===== src/rtl/tpp_pkg.sv =====
package tpp_pkg;
  // Ring field of the status byte; encodings use disjoint bits.
  typedef enum logic [1:0] {
    RING_NONE = 2'b00,
    RING_POOL = 2'b01,
    RING_PHYS = 2'b10
  } ring_e;

  function automatic ring_e ring_of(input logic pool);
    return pool ? RING_POOL : RING_PHYS;
  endfunction
endpackage


===== src/rtl/tpp_lowbit.sv =====
module tpp_lowbit #(
  parameter int N = 8,
  localparam int IW = (N > 1) ? $clog2(N) : 1
) (
  input  logic [N-1:0]  vec,
  output logic          any,
  output logic [IW-1:0] idx
);
  always_comb begin
    any = 1'b0;
    idx = '0;
    for (int i = N - 1; i >= 0; i--) begin
      if (vec[i]) begin
        any = 1'b1;
        idx = i[IW-1:0];
      end
    end
  end
endmodule


===== src/rtl/tpp_view.sv =====
module tpp_view
  import tpp_pkg::*;
#(
  parameter int PW    = 3,
  parameter int LVL_W = 6,
  parameter int REG_W = 8,
  localparam int NSR_W = LVL_W + 2
) (
  input  logic             grp_vld,
  input  logic [PW-1:0]    grp_prio,
  input  logic [LVL_W-1:0] grp_lvl,
  input  logic             grp_pool,
  input  logic             vp_any,
  input  logic [PW-1:0]    vp_idx,
  input  logic             vp_pool,
  input  logic [REG_W-1:0] thr,
  output logic [REG_W-1:0] view_pipr,
  output logic [NSR_W-1:0] view_nsr,
  output logic             view_grp
);
  localparam logic [REG_W-1:0] EMPTY = '1;
  logic [REG_W-1:0] vp_wide, grp_wide;

  assign vp_wide  = {{(REG_W-PW){1'b0}}, vp_idx};
  assign grp_wide = {{(REG_W-PW){1'b0}}, grp_prio};

  always_comb begin
    view_grp  = 1'b0;
    view_pipr = EMPTY;
    view_nsr  = '0;
    if (grp_vld) begin
      view_grp  = 1'b1;
      view_pipr = grp_wide;
      view_nsr  = {ring_of(grp_pool), grp_lvl};
    end else if (vp_any && (vp_wide < thr)) begin
      view_pipr = vp_wide;
      view_nsr  = {ring_of(vp_pool), {LVL_W{1'b0}}};
    end
  end
endmodule


===== src/rtl/thread_prio_presenter.sv =====
module thread_prio_presenter
  import tpp_pkg::*;
#(
  parameter int NPRIO = 8,
  parameter int LVL_W = 6,
  parameter int REG_W = 8,
  localparam int PW    = $clog2(NPRIO),
  localparam int NSR_W = LVL_W + 2
) (
  input  logic             clk,
  input  logic             rst_n,
  input  logic             pres_valid,
  output logic             pres_ready,
  input  logic [PW-1:0]    pres_prio,
  input  logic             pres_group,
  input  logic [LVL_W-1:0] pres_level,
  input  logic             pres_pool,
  input  logic             cppr_wr,
  input  logic [REG_W-1:0] cppr_data,
  input  logic             accept,
  output logic             ack_valid,
  output logic [NSR_W-1:0] ack_nsr,
  output logic [REG_W-1:0] ack_pipr,
  input  logic             push,
  input  logic [NPRIO-1:0] push_ipb,
  output logic [NPRIO-1:0] ipb,
  output logic [REG_W-1:0] cppr,
  output logic [REG_W-1:0] pipr,
  output logic [NSR_W-1:0] nsr,
  output logic             irq,
  output logic             redist_valid,
  output logic [PW-1:0]    redist_prio,
  output logic [LVL_W-1:0] redist_level,
  output logic             redist_pool
);
  localparam logic [REG_W-1:0] EMPTY = '1;

  // Architectural state
  logic [NPRIO-1:0] ipb_q, ipb_n;
  logic [REG_W-1:0] cppr_q, cppr_n;
  logic             grp_vld_q, grp_vld_n;
  logic [PW-1:0]    grp_prio_q, grp_prio_n;
  logic [LVL_W-1:0] grp_lvl_q, grp_lvl_n;
  logic             grp_pool_q, grp_pool_n;
  logic             vp_pool_q, vp_pool_n;

  // Current view
  logic             vp_any, vp_any_n;
  logic [PW-1:0]    vp_idx, vp_idx_n;
  logic             view_grp;

  tpp_lowbit #(.N(NPRIO)) u_low_now (.vec(ipb_q), .any(vp_any),   .idx(vp_idx));
  tpp_lowbit #(.N(NPRIO)) u_low_nxt (.vec(ipb_n), .any(vp_any_n), .idx(vp_idx_n));

  tpp_view #(.PW(PW), .LVL_W(LVL_W), .REG_W(REG_W)) u_view (
    .grp_vld  (grp_vld_q),
    .grp_prio (grp_prio_q),
    .grp_lvl  (grp_lvl_q),
    .grp_pool (grp_pool_q),
    .vp_any   (vp_any),
    .vp_idx   (vp_idx),
    .vp_pool  (vp_pool_q),
    .thr      (cppr_q),
    .view_pipr(pipr),
    .view_nsr (nsr),
    .view_grp (view_grp)
  );

  assign ipb        = ipb_q;
  assign cppr       = cppr_q;
  assign irq        = (nsr[NSR_W-1 -: 2] != RING_NONE);
  assign pres_ready = !(accept || cppr_wr || push);

  logic             pres_fire;
  logic [REG_W-1:0] pres_wide;
  logic             take_new;
  logic             old_out, new_rej, disp;
  logic             rd_v;
  logic [PW-1:0]    rd_p;
  logic [LVL_W-1:0] rd_l;
  logic             rd_r;

  assign pres_fire = pres_valid && pres_ready;
  assign pres_wide = {{(REG_W-PW){1'b0}}, pres_prio};
  assign take_new  = pres_wide < pipr;   // compared against the shown priority

  // Group-stage: operation, then one common displacement check.
  logic             g1_vld;
  logic [PW-1:0]    g1_prio;
  logic [LVL_W-1:0] g1_lvl;
  logic             g1_pool;

  always_comb begin
    ipb_n     = ipb_q;
    cppr_n    = cppr_q;
    vp_pool_n = vp_pool_q;
    g1_vld    = grp_vld_q;
    g1_prio   = grp_prio_q;
    g1_lvl    = grp_lvl_q;
    g1_pool   = grp_pool_q;
    old_out   = 1'b0;
    new_rej   = 1'b0;
    if (accept) begin
      if (pipr != EMPTY) begin
        cppr_n = pipr;
        if (view_grp) g1_vld = 1'b0;
        else          ipb_n[vp_idx] = 1'b0;
      end
    end else if (cppr_wr) begin
      cppr_n = cppr_data;
    end else if (push) begin
      ipb_n = ipb_q | push_ipb;
    end else if (pres_fire) begin
      if (!pres_group) begin
        ipb_n[pres_prio] = 1'b1;
        if (take_new) vp_pool_n = pres_pool;
      end else if (take_new) begin
        old_out = grp_vld_q;
        g1_vld  = 1'b1;
        g1_prio = pres_prio;
        g1_lvl  = pres_level;
        g1_pool = pres_pool;
      end else begin
        new_rej = 1'b1;
      end
    end
  end

  always_comb begin
    disp = g1_vld &&
           ((vp_any_n && (vp_idx_n < g1_prio)) ||
            ({{(REG_W-PW){1'b0}}, g1_prio} >= cppr_n));
    grp_vld_n  = g1_vld && !disp;
    grp_prio_n = g1_prio;
    grp_lvl_n  = g1_lvl;
    grp_pool_n = g1_pool;
    rd_v = disp || old_out || new_rej;
    rd_p = g1_prio;
    rd_l = g1_lvl;
    rd_r = g1_pool;
    if (!disp && old_out) begin
      rd_p = grp_prio_q;
      rd_l = grp_lvl_q;
      rd_r = grp_pool_q;
    end else if (!disp && new_rej) begin
      rd_p = pres_prio;
      rd_l = pres_level;
      rd_r = pres_pool;
    end
  end

  always_ff @(posedge clk) begin
    if (!rst_n) begin
      ipb_q        <= '0;
      cppr_q       <= EMPTY;
      grp_vld_q    <= 1'b0;
      grp_prio_q   <= '0;
      grp_lvl_q    <= '0;
      grp_pool_q   <= 1'b0;
      vp_pool_q    <= 1'b0;
      redist_valid <= 1'b0;
      redist_prio  <= '0;
      redist_level <= '0;
      redist_pool  <= 1'b0;
      ack_valid    <= 1'b0;
      ack_nsr      <= '0;
      ack_pipr     <= EMPTY;
    end else begin
      ipb_q        <= ipb_n;
      cppr_q       <= cppr_n;
      grp_vld_q    <= grp_vld_n;
      grp_prio_q   <= grp_prio_n;
      grp_lvl_q    <= grp_lvl_n;
      grp_pool_q   <= grp_pool_n;
      vp_pool_q    <= vp_pool_n;
      redist_valid <= rd_v;
      redist_prio  <= rd_p;
      redist_level <= rd_l;
      redist_pool  <= rd_r;
      ack_valid    <= accept;
      ack_nsr      <= nsr;
      ack_pipr     <= pipr;
    end
  end

  // ---------------- assertions ----------------
  assert_pipr_below_thr_R6: assert property (@(posedge clk) disable iff (!rst_n)
    (pipr != EMPTY) |-> (pipr < cppr));

  assert_ring_exclusive_R7: assert property (@(posedge clk) disable iff (!rst_n)
    $onehot0(nsr[NSR_W-1 -: 2]));

  assert_accept_clears_R8: assert property (@(posedge clk) disable iff (!rst_n)
    accept |=> (nsr == '0) && !irq);

  assert_thr_loaded_R6: assert property (@(posedge clk) disable iff (!rst_n)
    (cppr_wr && !accept) |=> (cppr == $past(cppr_data)));

  assert_push_merge_R9: assert property (@(posedge clk) disable iff (!rst_n)
    (push && !accept && !cppr_wr) |=> (ipb == ($past(ipb) | $past(push_ipb))));

  assert_vp_under_group_R4: assert property (@(posedge clk) disable iff (!rst_n)
    (pres_fire && !pres_group && view_grp && !take_new) |=> $stable(nsr) && $stable(pipr));

  assert_group_displaced_R5: assert property (@(posedge clk) disable iff (!rst_n)
    (pres_fire && !pres_group && view_grp && take_new) |=> redist_valid);

  assert_no_slip_R3: assert property (@(posedge clk) disable iff (!rst_n)
    (pres_fire && !take_new) |=> $stable(pipr));

  assert_port_blocked_R10: assert property (@(posedge clk) disable iff (!rst_n)
    (accept || cppr_wr || push) |-> !pres_ready);
endmodule


===== config.mk =====
export PLATFORM = sky130hd
export DESIGN_NAME = thread_prio_presenter
export DESIGN_NICKNAME = d
export VERILOG_FILES = /design/src/rtl/tpp_pkg.sv /design/src/rtl/tpp_lowbit.sv /design/src/rtl/tpp_view.sv /design/src/rtl/thread_prio_presenter.sv
export SDC_FILE = /design/constraint.sdc
export NUM_CORES = 1
export LEC_CHECK = 0
export BUFFER_PORTS_ARGS = -buffer_cell sky130_fd_sc_hd__buf_2
export CORE_UTILIZATION = 29
export CTS_CLUSTER_SIZE = 40
export DETAILED_ROUTE_END_ITERATION = 12
export PLACE_DENSITY = 0.62
export SLEW_MARGIN = 20
export SYNTH_ARGS = -nofsm -noshare
export SYNTH_HDL_FRONTEND = slang
export SYNTH_SLANG_ARGS = --single-unit

===== constraint.sdc =====
create_clock -name clk -period 5.5 [get_ports clk]
set_input_delay 0.275 -clock clk [delete_from_list [all_inputs] [get_ports clk]]
set_output_delay 0.275 -clock clk [all_outputs]
set_load 0.02 [all_outputs]

* After elaboration in Yosys (flattened, before gate mapping)
Index checks and enable logic that the tools add are counted.
** Word-level totals
- Register bits :: 56
- Bits in latches :: 0
- RAM bits :: 0
- ROM bits :: 0
- Bits of input ports :: 33
- Output and inout port bits :: 62
- Memories kept :: 0
** Operators by class
- Add/subtract/negate cells :: 0
- Multiply operators :: 0
- Div/mod/pow operators :: 0
- Order comparisons :: 8
- Eq/ne operators :: 1
- Shifts and indexed selects :: 0
- Multiplexer cells :: 97
- Bitwise operators :: 8
- Reductions and logical operators :: 18
** Operator list (count)
- two-way mux 8 bit :: 14
- two-way mux 3 bit :: 24
- two-way mux 6 bit :: 8
- two-way mux 1 bit :: 47
- < comparator 3 x 8 -> 1 bit :: 2
- OR 8 bit :: 2
- logical AND 1 bit :: 9
- bitwise AND 8 bit :: 1
- greater-or-equal comparator 3 x 8 -> 1 bit :: 1
- < comparator 3 x 4 -> 1 bit (second input constant) :: 2
- inequality test 8 bit (second input constant) :: 1
- inverter 8 bit :: 1
- demux 1 bit (select 3 bit) :: 2
- greater-or-equal comparator 3 x 1 -> 1 bit (second input constant) :: 2
- AND reduction 6 bit :: 1
- logical OR 1 bit :: 5
- two-way mux 2 bit :: 2
- inverter 1 bit :: 4
- < comparator 3 bit :: 1
- logical NOT 1 bit :: 2
- nonzero test 2 bit :: 1

* Logic depth before layout (Yosys ltp)
Gate-level depths: netlist of run 1.
- Depth in word-level cells :: 33
- Mapped depth :: 28
- Gate-level depth less buffers :: 25

* By module
Synthesis of run 1 repeated with hierarchy kept, for this count alone.
** Second synthesis, totals
- Cells, all modules :: 348
- Area, all modules :: 3041.7 µm²
** By module, submodules not included
- thread_prio_presenter :: instances 1, cells an instance 284, area each 2638.8 µm², seq. area each 1121.1 µm²
- tpp_view :: instances 1, cells an instance 38, area each 242.7 µm², seq. area each 0.0 µm²
- tpp_lowbit :: instances 2, cells an instance 13, area each 80.1 µm², seq. area each 0.0 µm²

* Worst setup path before layout of run 1
Ideal clock, no wire load.
- Path type :: register to register
- From :: register ipb_q[4], in the netlist ipb[4]
- To :: register redist_level[0]
- Arrival time :: 5.364 ns
- Data required time :: 5.428 ns
- Setup slack :: 0.064 ns
- Cell stages (with the launch flop) :: 27
- Path buffers :: 2
- Period minus slack after synthesis :: 5.436 ns
- Cell sequence :: dfxtp_1 > nor3_1 > o31a_1 > ha_1 > nor3b_1 > a211oi_1 > o21bai_1 > nand2_1 > or3_1 > o21ai_0 > ha_1 > o21ai_0 > nand2b_1 > a31oi_2 > buf_1 > mux2i_1 > inv_1 > ha_1 > a21o_1 > a21oi_1 > a21oi_1 > o211ai_1 > a221oi_1 > a21o_2 > a211oi_2 > buf_6 > mux2i_1
** Between the ends
- Elaborated cells on any way between the ends :: 91
- Those cells by class :: 6 x order compare; 1 x eq/ne; 72 x mux; 4 x bitwise; 8 x reduce/logical
** RTL lines
- start, declared :: line thread_prio_presenter.sv:39 : logic [NPRIO-1:0] ipb_q, ipb_n;
- start signal, assigned :: line thread_prio_presenter.sv:169 : ipb_q <= ipb_n;
- two-way mux 3 bit (5 in a row) :: line tpp_lowbit.sv:13 : if (vec[i]) begin
- < comparator 3 x 8 -> 1 bit :: line tpp_view.sv:35 : end else if (vp_any && (vp_wide < thr)) begin
- logical AND 1 bit :: line tpp_view.sv:35
- two-way mux 8 bit (*) :: line tpp_view.sv:35
- two-way mux 8 bit (*) :: line tpp_view.sv:31 : if (grp_vld) begin
- < comparator 3 x 8 -> 1 bit (*) :: line thread_prio_presenter.sv:85 : assign take_new = pres_wide < pipr;
- two-way mux 3 bit (*) :: line thread_prio_presenter.sv:117 : end else if (take_new) begin
- two-way mux 3 bit (*) :: line thread_prio_presenter.sv:114 : if (!pres_group) begin
- (+4 left out)
- named net g1_prio[1] :: line thread_prio_presenter.sv:89 : logic [PW-1:0] g1_prio;
- parallel branches: the longest is 2 deep, another holds greater-or-equal comparator 3 x 8 -> 1 bit
- logical OR 1 bit (*) :: line thread_prio_presenter.sv:131 : ((vp_any_n && (vp_idx_n < g1_prio)) ||
- logical AND 1 bit (*) :: line thread_prio_presenter.sv:130 : disp = g1_vld &&
- logical NOT 1 bit (*) :: line thread_prio_presenter.sv:141, thread_prio_presenter.sv:145
- logical AND 1 bit :: line thread_prio_presenter.sv:145 : end else if (!disp && new_rej) begin
- two-way mux 6 bit :: line thread_prio_presenter.sv:145
- two-way mux 6 bit (*) :: line thread_prio_presenter.sv:141 : if (!disp && old_out) begin
- end signal, assigned :: line thread_prio_presenter.sv:178 : redist_level <= rd_l;
- end, declared :: line thread_prio_presenter.sv:33 : output logic [LVL_W-1:0] redist_level,
Mark *: on every way through the listed nets, which the timed path passes.
A chain may end at the register's enable or synchronous reset.

* Worst setup path in the final report of run 1
- From :: register ipb_q[7], in the netlist ipb[7]
- To :: register redist_prio[1]
** Between the ends
- Longest elaborated chain between the ends :: 33
- Elaborated cells on any way between the ends :: 91
- Those cells by class :: 6 x order compare; 1 x eq/ne; 72 x mux; 4 x bitwise; 8 x reduce/logical
** RTL lines
- parallel branches: the longest is 32 deep, another holds < comparator 3 x 8 -> 1 bit
- two-way mux 3 bit (*) :: line thread_prio_presenter.sv:141
- end signal, assigned :: line thread_prio_presenter.sv:177 : redist_prio <= rd_p;
- end, declared :: line thread_prio_presenter.sv:32 : output logic [PW-1:0] redist_prio,
Mark *: on every way between the ends.

==> results of run 1 <==
-- cell families after synthesis --
family	share of synthesized area (%)
AND/OR/NAND/NOR	24.6
AO/OA/AOI/OAI	21.1
flip-flops	35.5
buffers and inverters	6.45
multiplexers	8.58
adder cells (fa/ha/maj)	3.84
-- layout make-up --
class	count	area (um^2)	area share, %
multi-input cells	257	1790	47.7
repair buffers	110	598	15.9
clock buffers	6	72.6	1.93
flip-flops and latches	52	1050	28.0
clock inverters	2	16.3	0.433
well taps	133	166	4.43
inverters	16	60.1	1.60
-- cells in the final DEF (no fill, tap or decap), types with 6 or more instances in the layout --
master    Yosys  routed
a21oi_1      19      17
a221o_1       8       8
and2_1       10      10
and3_1        9       9
buf_2         1      94
buf_4         8      14
dfxtp_1      52      48
ha_1          9       7
inv_1        16      16
mux2i_1      24      21
nand2_1      46      46
nand2b_1      6       6
nand3_1       7       7
nor2_1       34      33
nor2b_1       6       6
nor3_1        8       7
-- routing by layer --
layer	GRT usage, %	part of all wire, %
met1	23.9	46
met2	27.3	45
met5	0	0
met3	2.64	6.9
met4	5.16	2.1
-- cells in the mapped netlist (all sizes together) (2+ instances only) --
library cell / count / share of area [%]
inv: 16 / 2.0
nand2: 46 / 5.9
nor4: 2 / 1.2
and2: 10 / 2.1
and3: 9 / 1.9
nand2b: 6 / 1.3
o221ai: 4 / 1.2
a21oi: 20 / 3.5
clkbuf: 10 / 1.3
or3: 4 / 1.0
a211oi: 7 / 2.0
a221o: 8 / 2.7
nor2b: 6 / 1.3
nor2: 34 / 4.4
dfxtp: 52 / 36
nor3b: 2 / 0.51
o22ai: 2 / 0.43
a21boi: 2 / 0.51
or2: 2 / 0.43
nor3: 9 / 1.7
nor4b: 3 / 0.90
o31ai: 2 / 0.68
mux2i: 24 / 8.2
ha: 9 / 3.8
o211ai: 2 / 0.51
a221oi: 3 / 0.90
a21o: 5 / 1.3
buf: 14 / 3.1
o21ai: 7 / 1.6
nand3: 7 / 1.2
a32oi: 3 / 0.90
o21bai: 3 / 0.77
-- worst min path at each step --
stage | start | cells past startpoint | endpoint
2_1_floorplan | cppr_data[5] | 1 | cppr[5]$_SDFF_PN1_
3_3_place_gp | grp_prio_q[0]$_SDFF_PN0_ | 2 | redist_prio[0]$_SDFF_PN0_
3_5_place_dp | grp_prio_q[0]$_SDFF_PN0_ | 2 | redist_prio[0]$_SDFF_PN0_
4_1_cts | cppr_data[4] | 2 | cppr[4]$_SDFF_PN1_
5_1_grt | cppr_data[4] | 2 | cppr[4]$_SDFF_PN1_
6_report | cppr_data[4] | 2 | cppr[4]$_SDFF_PN1_
-- state kept, by name, indices dropped and copies added (netlist names) --
| name | count |
|---|---|
| redist_pool | 1 |
| redist_prio | 3 |
| ack_valid | 1 |
| grp_vld_q | 1 |
| ack_pipr | 4 |
| grp_pool_q | 1 |
| grp_prio_q | 3 |
| cppr | 8 |
| ack_nsr | 8 |
| redist_level | 6 |
| redist_valid | 1 |
| grp_lvl_q | 6 |
| ipb | 8 |
| vp_pool_q | 1 |
-- worst reg2reg max path, delay by kind of cell (launching register included) --
family / cells / cell delay [ns]
buf+inv: 1 / 0.18
flops: 1 / 0.37
simple gates: 7 / 1.12
fa+ha+maj: 3 / 0.73
mux: 2 / 0.50
compound gates: 13 / 2.25
-- report_power, final --
group          switching (uW)  internal [uW]  total (uW)
registers                15.7            392         408
clock network             132           90.9         223
logic                     200            120         320
-- stage by stage --
stage               worst slack [ns]  power [uW]  hold slack, ns
detailed placement           -0.0156         706           0.467
global route                 -0.0578        1010           0.215
CTS                           0.0622         930           0.191
global placement               0.175         707           0.468
floorplan                     0.0645         621           0.413
finish                         0.264         951           0.202
-- timing repair --
action,4_1_cts,5_1_grt
endpoints found under the setup margin,10,11
setup buffers,0,6
gates cloned,0,1
pin swaps,0,9
resized for setup,2,28
==> out/results.ini, run 1 <==
[layout]
nets = 484
areaGrowthSynthToFinish_pct = 28.3
final_cell_area_um2 = 3760
fin_util_pct = 38.5
diodes = 0
drive_above_1_share_pct = 34.1
fill_cells = 1006
instances_no_fill = 576

[clock_network]
clkSlewWorstSetupHoldPaths_ns = 0.10
htree_num_levels = 2
cts_buffer_depth = 2
clock-root-buffer = clkbuf_8
cts_tree = built
cts_hold_buffers = 0
cts_buffers = 5
clkSinkCount = 52
clock_latency_ns = 0.31

[timing]
slew_headroom_pct = 39.8
period_minus_slack_ns = 5.24
worst_clock_skew_ns = 0.00728
setup_viol_count_final = 0
fmax_mhz = 191
slew_viol_final = 0
tightest_slew_ns = 0.901
hold_violations = 0
fin_crit_sh_pct = 95.2
setup_tns_ns = 0

[worst_hold_path]
hp-class = in -> reg

[setup_path]
cp.arrival_ns = 5.48
worstSetupStartpointType = register
reg2regPathDepth = 26
path_class = reg -> reg
crit_end = redist_prio[1]$_SDFF_PN0_
startpoint = ipb[7]$_SDFF_PN0_
crit_slowest_cell = dfxtp_4
cp_slowest_stage_delay_ns = 0.37
r2r-start = ipb[7]$_SDFF_PN0_
required_ns = 5.74
cp_top_family = compound AO/OA/AOI/OAI gates
rr_endpoint = redist_prio[1]$_SDFF_PN0_
critPathBufInv = 1
cp_max_fo = 5
end_kind = register
cp.depth = 26
r2r_slack_ns = 0.26

[placement]
port_buffers = 94
place_congestion = 0.883
dp.cells = 561
placed_cell_area_um2 = 3510
dp_hpwl_um = 6680

[synth]
synth.distinct_cells = 61
ys_ff_latch = 52
synth_top_flop_cell = dfxtp_1
seq_area_frac_synth_pct = 35.5
ys.warnings.count = 0
synthArstFlopShare_pct = 0
synth_nets = 391
synthesis.area_um2 = 2930
synth.avg_cell_area_um2 = 8.40
syn_inst = 349
synth_edf_count = 0

[die]
die_x_um = 103
start_util_pct = 30.0
die_area_um2 = 10500
row_count = 36
core_area_um2 = 9770
die_h_um = 103
boundaryPins = 95

[status]
status = finished clean

[grt]
grt_overflow = 0
first_global_vias = 2701
grt_pass1_wl_um = 14000
grt_usage_pct = 17.2
grt_max_degree = 39
grt_antenna_before_repair = 0

[route]
avgViaCountPerCell = 5.20
drt-total-wl_um = 9140
initialDrtViolationCount = 202
ant_nets = 0
first_pass_iters = 5
vias = 2998
drc = 0
wl_per_cell_um = 15.9

[power_and_ir_drop]
ir_drop_v = 0.000112
cellLeakagePower_uw = 0.00170
powerDensity_nw_per_um2 = 253

[job]
max-cap-violations = 0

Power figures use the tool's default switching activity.
==> run 2: changes to the inputs <==
--- a/config.mk
+++ b/config.mk
@@ -10,7 +10,9 @@
 export CTS_CLUSTER_SIZE = 40
 export DETAILED_ROUTE_END_ITERATION = 12
 export PLACE_DENSITY = 0.62
+export RECOVER_POWER = 100
 export SLEW_MARGIN = 20
 export SYNTH_ARGS = -nofsm -noshare
 export SYNTH_HDL_FRONTEND = slang
 export SYNTH_SLANG_ARGS = --single-unit
+export TNS_END_PERCENT = 5
==> run 2 against run 1 <==
  * Sequential cell count is the same
  * Via count down 1.0%
  * Setup slack got worse by 0.015 ns
  * Die area unchanged
  * Clock skew decreased by 0.00083 ns
  * Sequential share of layout area grew 0.24 points
  * First-iteration DRC count decreased by 5.9%
  * Final area decreased by 0.87%
  * Utilization shrank 0.33 points
  * Non-clock buffer count unchanged
  * Routed wire length is essentially flat
==> out/results.ini, run 2 (synthesis gave the netlist of run 1 again) <==
[clock_network]
clock-root-buffer = clkbuf_8
clock_latency_ns = 0.31  ; about the same
clkSinkCount = 52  ; unchanged
clkSlewWorstSetupHoldPaths_ns = 0.10  ; about the same
cts_hold_buffers = 0  ; unchanged
cts_buffer_depth = 2  ; unchanged
cts_buffers = 5  ; unchanged
htree_num_levels = 2  ; unchanged
cts_tree = built

[setup_path]
cp_top_family = compound AO/OA/AOI/OAI gates
cp.arrival_ns = 5.48  ; about the same
required_ns = 5.73  ; about the same
r2r_slack_ns = 0.25  ; about the same
cp.depth = 26  ; unchanged
worstSetupStartpointType = register
reg2regPathDepth = 26  ; unchanged
critPathBufInv = 1  ; unchanged
cp_max_fo = 5  ; unchanged
crit_slowest_cell = dfxtp_4
path_class = reg -> reg
cp_slowest_stage_delay_ns = 0.37  ; about the same
end_kind = register

[route]
ant_nets = 0  ; unchanged
initialDrtViolationCount = 190  ; -5.9%
drt-total-wl_um = 9140  ; about the same
avgViaCountPerCell = 5.15  ; -1.0%
wl_per_cell_um = 15.9  ; about the same
vias = 2968  ; -1.0%
drc = 0  ; unchanged
first_pass_iters = 4  ; -1

[placement]
place_ws_ns = -0.0156  ; unchanged
port_buffers = 94  ; unchanged
dp_hpwl_um = 6680  ; unchanged
place_congestion = 0.883  ; unchanged

[timing]
worst_clock_skew_ns = 0.00646  ; -0.000827 ns
slew_headroom_pct = 40.6  ; +0.80 points
slew_viol_final = 0  ; unchanged
setup_viol_count_final = 0  ; unchanged
layout_setup_ws_ns = 0.249  ; -0.0148 ns
fmax_mhz = 190  ; -0.28%
fin_crit_sh_pct = 95.5  ; +0.27 points
period_minus_slack_ns = 5.25  ; +0.0148 ns
tightest_slew_ns = 0.889  ; -0.0120 ns
hold_violations = 0  ; unchanged

[power_and_ir_drop]
powerDensity_nw_per_um2 = 255  ; +0.59%
ir_drop_v = 0.000113  ; +0.30%
cellLeakagePower_uw = 0.00160  ; -5.9%
power.total_uw = 949  ; -0.28%

[worst_hold_path]
hp-class = in -> reg
holdPathStages = 2  ; unchanged

[layout]
nets = 484  ; unchanged
final_cell_mix = 68 x buf_2, 48 x dfxtp_1, 46 x nand2_1, 33 x nor2_1, 27 x clkbuf_1
drive_above_1_share_pct = 28.2  ; -5.9 points
final_common_cell = buf_2
areaGrowthSynthToFinish_pct = 27.2
diodes = 0  ; unchanged

[grt]
first_global_vias = 2701  ; unchanged
grt_antenna_before_repair = 0  ; unchanged
grt_pass1_wl_um = 14000  ; unchanged
grt_max_degree = 39  ; unchanged
grt_overflow = 0  ; unchanged
grt_usage_pct = 17.2  ; unchanged

[die]
die_h_um = 103  ; unchanged
core_area_um2 = 9770  ; unchanged
row_count = 36  ; unchanged
die_area_um2 = 10500  ; unchanged
start_util_pct = 30.0  ; unchanged
boundaryPins = 95  ; unchanged
die_x_um = 103  ; unchanged

[job]
max-cap-violations = 0  ; unchanged

[status]
status = finished clean

-- run 2: changes by cell type in the layout (fill, tap and decap cells not counted), sizes merged --
cell / delta
clkbuf: +26
buf: -26
-- run 2: repair_timing --
| item | in CTS | in global routing |
|---|---|---|
| gates resized for setup | 2 | 28 |
| endpoints found under the setup margin | 10 | 11 |
| pin swaps | 0 | 9 |
| setup buffers | 0 | 6 |
| gates cloned | 0 | 1 |
-- run 2: stage by stage --
stage | cells | utilization (%) | setup TNS [ns] | area, um^2 | hold WS [ns]
2_1_floorplan | 349 | - | 0 | 2930 | 0.413
3_3_place_gp | 561 | 35.9 | 0 | 3510 | 0.468
3_5_place_dp | 561 | 35.9 | -0.0181 | 3510 | 0.467
4_1_cts | 569 | 36.9 | 0 | 3600 | 0.191
5_1_grt | 576 | 38.1 | -0.202 | 3730 | 0.215
6_report | 576 | 38.1 | 0 | 3730 | 0.202
-- run 2: worst paths after layout --
kind,from,endpoint
hold / removal,cppr_data[4],cppr[4]$_SDFF_PN1_
setup / recovery,ipb[7]$_SDFF_PN0_,redist_level[0]$_SDFF_PN0_
setup reg to reg,ipb[7]$_SDFF_PN0_,redist_level[0]$_SDFF_PN0_
hold reg to reg,grp_prio_q[0]$_SDFF_PN0_,redist_prio[0]$_SDFF_PN0_
-- run 2: routing by layer --
layer | track usage (%) | vias up | wire length (um)
met3 | 2.64 | 12 | 600
met2 | 27.3 | 107 | 4220
met4 | 5.16 | 0 | 152
met1 | 23.9 | 1414 | 4170
li1 | - | 1435 | -
met5 | 0 | - | 0
-- run 2: power by group --
part	total, uW	switching (uW)	leakage [uW]	internal, uW
registers	408	16.0	0.000426	392
logic	318	199	0.00113	118
clock network	223	132	0.0000414	90.9
-- run 2: layout make-up --
| type | instances | area (um^2) |
|---|---|---|
| fillers | 1019 | 6050 |
| multi-input cells | 257 | 1790 |
| flip-flops and latches | 52 | 1050 |
| repair buffers | 110 | 566 |
| well taps | 133 | 166 |
| clock buffers | 6 | 72.6 |
| inverters | 16 | 60.1 |
| clock inverters | 2 | 16.3 |
